**src/rtl/idle_gap_pkg.sv**
```systemverilog
package idle_gap_pkg;

  typedef enum logic [1:0] {
    HIST_NEW  = 2'd0,
    HIST_FAIL = 2'd1,
    HIST_OK   = 2'd2
  } hist_e;

  function automatic int max3(input int a, input int b, input int c);
    int m;
    m = a;
    if (b > m) m = b;
    if (c > m) m = c;
    return m;
  endfunction

endpackage

```
**src/rtl/gap_cfg_reg.sv**
```systemverilog
module gap_cfg_reg #(
  parameter int SEL_W = 3
) (
  input  logic             clk,
  input  logic             rst,
  input  logic             ctrl_en_i,
  input  logic             we_i,
  input  logic [SEL_W-1:0] sel_i,
  output logic [SEL_W-1:0] sel_q
);

  always_ff @(posedge clk) begin
    if (rst) begin
      sel_q <= '0;
    end else if (we_i && !ctrl_en_i) begin
      sel_q <= sel_i;
    end
  end

endmodule

```
**src/rtl/gap_history.sv**
```systemverilog
module gap_history
  import idle_gap_pkg::*;
(
  input  logic  clk,
  input  logic  rst,
  input  logic  arb_lost_i,
  input  logic  tx_err_i,
  input  logic  underrun_i,
  input  logic  nack_i,
  input  logic  eom_ok_i,
  input  logic  peer_frame_i,
  output hist_e hist_q
);

  logic any_fail;
  assign any_fail = arb_lost_i | tx_err_i | underrun_i | nack_i;

  always_ff @(posedge clk) begin
    if (rst) begin
      hist_q <= HIST_NEW;
    end else if (any_fail) begin
      hist_q <= HIST_FAIL;
    end else if (eom_ok_i) begin
      hist_q <= HIST_OK;
    end else if (peer_frame_i) begin
      hist_q <= HIST_NEW;
    end
  end

endmodule

```
**src/rtl/gap_len_sel.sv**
```systemverilog
module gap_len_sel
  import idle_gap_pkg::*;
#(
  parameter int SEL_W      = 3,
  parameter int CNT_W      = 4,
  parameter int FAIL_TICKS = 5,
  parameter int NEW_TICKS  = 8,
  parameter int OK_TICKS   = 12
) (
  input  logic [SEL_W-1:0] sel_i,
  input  hist_e            hist_i,
  output logic [CNT_W-1:0] need_o
);

  localparam int N_CODES = 1 << SEL_W;

  logic [CNT_W-1:0] fixed_tbl [N_CODES];
  logic [CNT_W-1:0] auto_need;

  for (genvar gi = 0; gi < N_CODES; gi++) begin : g_tbl
    if (gi == 0) begin : g_auto
      assign fixed_tbl[gi] = '0;
    end else begin : g_fix
      assign fixed_tbl[gi] = CNT_W'(2 * gi - 1);
    end
  end

  always_comb begin
    unique case (hist_i)
      HIST_FAIL: auto_need = CNT_W'(FAIL_TICKS);
      HIST_OK:   auto_need = CNT_W'(OK_TICKS);
      default:   auto_need = CNT_W'(NEW_TICKS);
    endcase
  end

  assign need_o = (sel_i == '0) ? auto_need : fixed_tbl[sel_i];

endmodule

```
**src/rtl/gap_counter.sv**
```systemverilog
module gap_counter #(
  parameter int CNT_W = 4
) (
  input  logic             clk,
  input  logic             rst,
  input  logic             ctrl_en_i,
  input  logic             line_idle_i,
  input  logic             half_tick_i,
  input  logic             tx_req_i,
  input  logic [CNT_W-1:0] need_i,
  output logic             grant_o
);

  logic [CNT_W-1:0] cnt_q;
  logic             reached;

  assign reached = (cnt_q >= need_i);

  always_ff @(posedge clk) begin
    if (rst) begin
      cnt_q   <= '0;
      grant_o <= 1'b0;
    end else begin
      grant_o <= 1'b0;
      if (!ctrl_en_i || !line_idle_i) begin
        cnt_q <= '0;
      end else if (reached && tx_req_i) begin
        grant_o <= 1'b1;
        cnt_q   <= '0;
      end else if (half_tick_i && !reached) begin
        cnt_q <= cnt_q + 1'b1;
      end
    end
  end

endmodule

```
**src/rtl/idle_gap_timer.sv**
```systemverilog
module idle_gap_timer
  import idle_gap_pkg::*;
#(
  parameter int SEL_W      = 3,
  parameter int FAIL_TICKS = 5,
  parameter int NEW_TICKS  = 8,
  parameter int OK_TICKS   = 12
) (
  input  logic             clk,
  input  logic             rst,
  input  logic             ctrl_en_i,
  input  logic             cfg_we_i,
  input  logic [SEL_W-1:0] cfg_sel_i,
  input  logic             tx_req_i,
  input  logic             line_idle_i,
  input  logic             half_tick_i,
  input  logic             ev_arb_lost_i,
  input  logic             ev_tx_err_i,
  input  logic             ev_underrun_i,
  input  logic             ev_nack_i,
  input  logic             ev_eom_ok_i,
  input  logic             ev_peer_frame_i,
  output logic             tx_grant_o
);

  localparam int FIX_MAX = 2 * ((1 << SEL_W) - 1) - 1;
  localparam int TOP_MAX = max3(max3(FAIL_TICKS, NEW_TICKS, OK_TICKS), FIX_MAX, 1);
  localparam int CNT_W   = $clog2(TOP_MAX + 1);

  logic [SEL_W-1:0] sel_q;
  hist_e            hist_q;
  logic [CNT_W-1:0] need;

  gap_cfg_reg #(.SEL_W(SEL_W)) u_cfg (
    .clk       (clk),
    .rst       (rst),
    .ctrl_en_i (ctrl_en_i),
    .we_i      (cfg_we_i),
    .sel_i     (cfg_sel_i),
    .sel_q     (sel_q)
  );

  gap_history u_hist (
    .clk          (clk),
    .rst          (rst),
    .arb_lost_i   (ev_arb_lost_i),
    .tx_err_i     (ev_tx_err_i),
    .underrun_i   (ev_underrun_i),
    .nack_i       (ev_nack_i),
    .eom_ok_i     (ev_eom_ok_i),
    .peer_frame_i (ev_peer_frame_i),
    .hist_q       (hist_q)
  );

  gap_len_sel #(
    .SEL_W      (SEL_W),
    .CNT_W      (CNT_W),
    .FAIL_TICKS (FAIL_TICKS),
    .NEW_TICKS  (NEW_TICKS),
    .OK_TICKS   (OK_TICKS)
  ) u_sel (
    .sel_i  (sel_q),
    .hist_i (hist_q),
    .need_o (need)
  );

  gap_counter #(.CNT_W(CNT_W)) u_cnt (
    .clk         (clk),
    .rst         (rst),
    .ctrl_en_i   (ctrl_en_i),
    .line_idle_i (line_idle_i),
    .half_tick_i (half_tick_i),
    .tx_req_i    (tx_req_i),
    .need_i      (need),
    .grant_o     (tx_grant_o)
  );

endmodule

```
**config.mk**
```make
export PLATFORM = sky130hd
export DESIGN_NAME = idle_gap_timer
export DESIGN_NICKNAME = d
export VERILOG_FILES = /design/src/rtl/idle_gap_pkg.sv /design/src/rtl/gap_cfg_reg.sv /design/src/rtl/gap_history.sv /design/src/rtl/gap_len_sel.sv /design/src/rtl/gap_counter.sv /design/src/rtl/idle_gap_timer.sv
export SDC_FILE = /design/constraint.sdc
export NUM_CORES = 1
export LEC_CHECK = 0
export ABC_AREA = 1
export BUFFER_PORTS_ARGS = -buffer_cell sky130_fd_sc_hd__buf_2
export CAP_MARGIN = 20
export CORE_MARGIN = 4
export CORE_UTILIZATION = 50
export CTS_BUF_LIST = sky130_fd_sc_hd__clkbuf_8
export DETAILED_ROUTE_END_ITERATION = 16
export PLACE_DENSITY = 0.76
export SLEW_MARGIN = 20
export SYNTH_ARGS = -nofsm -noshare
export SYNTH_HDL_FRONTEND = slang
export SYNTH_SLANG_ARGS = --single-unit
```
**constraint.sdc**
```tcl
create_clock -name clk -period 2.34 [get_ports clk]
set_input_delay 0.234 -clock clk [delete_from_list [all_inputs] [get_ports clk]]
set_output_delay 0.234 -clock clk [all_outputs]
set_load 0.005 [all_outputs]
```
==> summary.md <==
| Metric | Value |
|---|---|
| Status | `finished, final reports clean` |
| Wirelength per Cell | `about 11 um` |
| Synth async-reset ratio | `0` |
| Routed Antenna Nets | `0` |
| First DRT Iteration DRCs | `18` |
| Post-CTS Resized | `0` |
| GPL Wtd Cong | `approximately 0.9` |
| Min Hold Slack | `around 0.26 ns` |
| Clock slew at reported path FFs | `about 0.05 ns` |
| Gr usage total | `0.141` |
| Worst Path Arrival | `1.97 ns` |
| Residual DRC | `0` |
| Final Slew Violations | `0` |
| Syn Inst Count | `approximately 80` |
| Power Density | `554 nW/um^2` |
| Synth Register Bits | `10` |
| Largest cells by area after synthesis | `dfxtp_1, ha_1, inv_1` |
| Post-DR vias/cell | `5.05` |
| CP endpoint kind | `register` |
| Vias | `about 580` |
| Max FO, Critical Path | `6` |
| WP data required | `~2.5 ns` |
| Worst R2R Setup Slack | `~0.50 ns` |
| Row count | `12` |
| Leak | `between 0.3 and 0.4 nW` |
| Worst slew pin tran | `between 0.2 and 0.25 ns` |
| Post-synth top area share | `0.307` |
| Hold Crit Class | `input port to register` |
| Max_cap viols | `0` |
| Post-route setup slack | `0.496 ns` |
| Hpwl dp | `1.02 mm` |
| Pin count of the biggest net entering global routing | `7` |
| # diodes | `0` |
| Syn Nets | `between 100 and 150` |
| Crit path time final | `~1.8 ns` |
| # IOs | `17` |
| Nets@finish | `~120` |
| CP startpoint kind | `register` |
| Vias in the first global route | `512` |
| WS Path Type | `register to register` |
| Initial core utilization | `0.558` |
| Yosys warnings | `0` |
| Pwr Total | `0.000439 W` |
| PortBufs | `16` |
| Routed WL | `1.24 mm` |
| Most used DFF post-synth | `dfxtp_1` |
| Gr ovfl total | `0` |
| Hold buffer count at CTS | `0` |
| RSZ-0062 raised after global routing | `false` |
| Core Area | `between 1000 and 1500 um^2` |
| Slew HR | `0.836` |
| Clock sinks | `10` |
| Die H | `roughly 44 um` |
| Post-CTS Setup Inserts | `0` |
| Synthesis-to-finish area growth | `21.3%` |
| Clk_lat worst skew | `between 0.2 and 0.25 ns` |
| Final hold vios | `0` |
| Synth top cells by count | `inv_1, nand2_1, dfxtp_1` |
| Tcrit/Tclk final | `0.788` |
| Fin Setup TNS | `0 ns` |
| First-pass GRT wire length | `between 2 and 2.5 mm` |
| Die W | `roughly 44 um` |
| Share of cells above drive strength 1 | `0.340` |
| Post-layout util | `0.676` |
| CTS buffer count | `3` |
| CTS tree | `yes` |
| DRT Pass-1 Iters | `4` |
| Max Clk Rate | `542 MHz` |
| H-tree depth | `1` |
| VDD IR-drop max | `~0.31 mV` |
| Sequential fraction of the synthesis area | `0.307` |
| Mapped Area | `~650 um^2` |
| Dpl ws | `0.537 ns` |
| Cell variety after synth | `22` |
| Top cell type by total area after synthesis | `dfxtp_1` |
| Clock skew | `just under 0.004 ns` |
| EDFF count, synth | `0` |
| Initial antenna violation count | `0` |
| Mean Syn Cell Area | `8.06 um^2` |
| Final setup fails | `0` |
| CTS Buffer Depth | `2` |
| Root Driver | `clkbuf_8` |
| Die area | `1950 um^2` |
[sequential cells by signal, summed over array words and instances (netlist names)]
register       flops
u_cfg.sel_q        3
u_cnt.cnt_q        4
u_cnt.grant_o      1
u_hist.hist_q      2
[path summary, 6_finish.rpt]
| kind | depth (start not counted) | endpoint | start |
|---|---|---|---|
| worst max-delay path | 10 | u_cnt.cnt_q[2] | u_hist.hist_q[1] |
| worst min-delay path | 3 | u_cnt.grant_o | tx_req_i |
| worst max register to register | 10 | u_cnt.cnt_q[2] | u_hist.hist_q[1] |
| worst min register to register | 2 | u_hist.hist_q[0] | u_hist.hist_q[0] |
[metal layers]
layer / vias up / GRT usage / wire length (um) / share of wire
met2: 19 / 0.224 / 583 / 0.47
met4: 0 / 0.0361 / 0 / 0
met1: 249 / 0.181 / 570 / 0.46
li1: 308 / - / - / -
met3: 0 / 0.0488 / 83 / 0.067
met5: - / 0 / 0 / 0
[critical path: stages (launching register included)]
cell and delay [ns]:
dfxtp_1 0.33, inv_1 0.05, ha_1 0.16, nand3b_1 0.16
o21ai_0 0.09, inv_1 0.06, ha_1 0.32, a21oi_4 0.25
nand3_2 0.15, nand2_1 0.11, a21oi_2 0.05
[kinds of logic (layout without fill, tap and decap cells)]
group	after synthesis	after routing	synth area share
adder cells (fa/ha/maj)	6	6	0.115
XOR/XNOR	2	2	0.0268
flip-flops	10	10	0.307
AND/OR/NAND/NOR	38	38	0.335
buffers and inverters	13	32	0.0766
AO/OA/AOI/OAI	12	12	0.140
[per-stage QoR]
step,area [um^2],cells
5_1_grt,792,114
4_1_cts,792,114
2_1_floorplan,653,81
3_3_place_gp,751,111
6_report,792,114
3_5_place_dp,751,111
[power by group]
group | switching (W) | total [W] | internal (W)
combinational | 0.0000499 | 0.0000857 | 0.0000358
clock | 0.0000606 | 0.000173 | 0.000112
sequential | 0.00000399 | 0.000180 | 0.000176
total | 0.000114 | 0.000439 | 0.000324
[final cells by class]
| cell class | instances | area [um^2] |
|---|---|---|
| inverters | 13 | 50.0 |
| multi-input cells | 58 | 403 |
| flip-flops and latches | 10 | 200 |
| fillers | 89 | 379 |
| well taps | 14 | 17.5 |
| clock buffers | 3 | 41.3 |
| repair buffers | 16 | 80.1 |
[placed cells by master (no fill, tap or decap)]
cell type and instances:
a211oi_1 2, nand3b_1 1, buf_2 16, nand2_2 2, inv_1 12, a21oi_2 4
nand4_1 5, nand3_1 2, xnor2_1 1, clkinv_2 1, nor3_1 1, a21oi_1 3
or2_2 1, nand2_4 4, nand2_1 12, a21oi_4 1, nand3_2 1, xor2_1 1
nor3_4 1, clkbuf_8 3, ha_1 6, dfxtp_1 10, nor2_1 8, o21ai_0 2
Note: power is estimated with default switching activity, not from simulation.
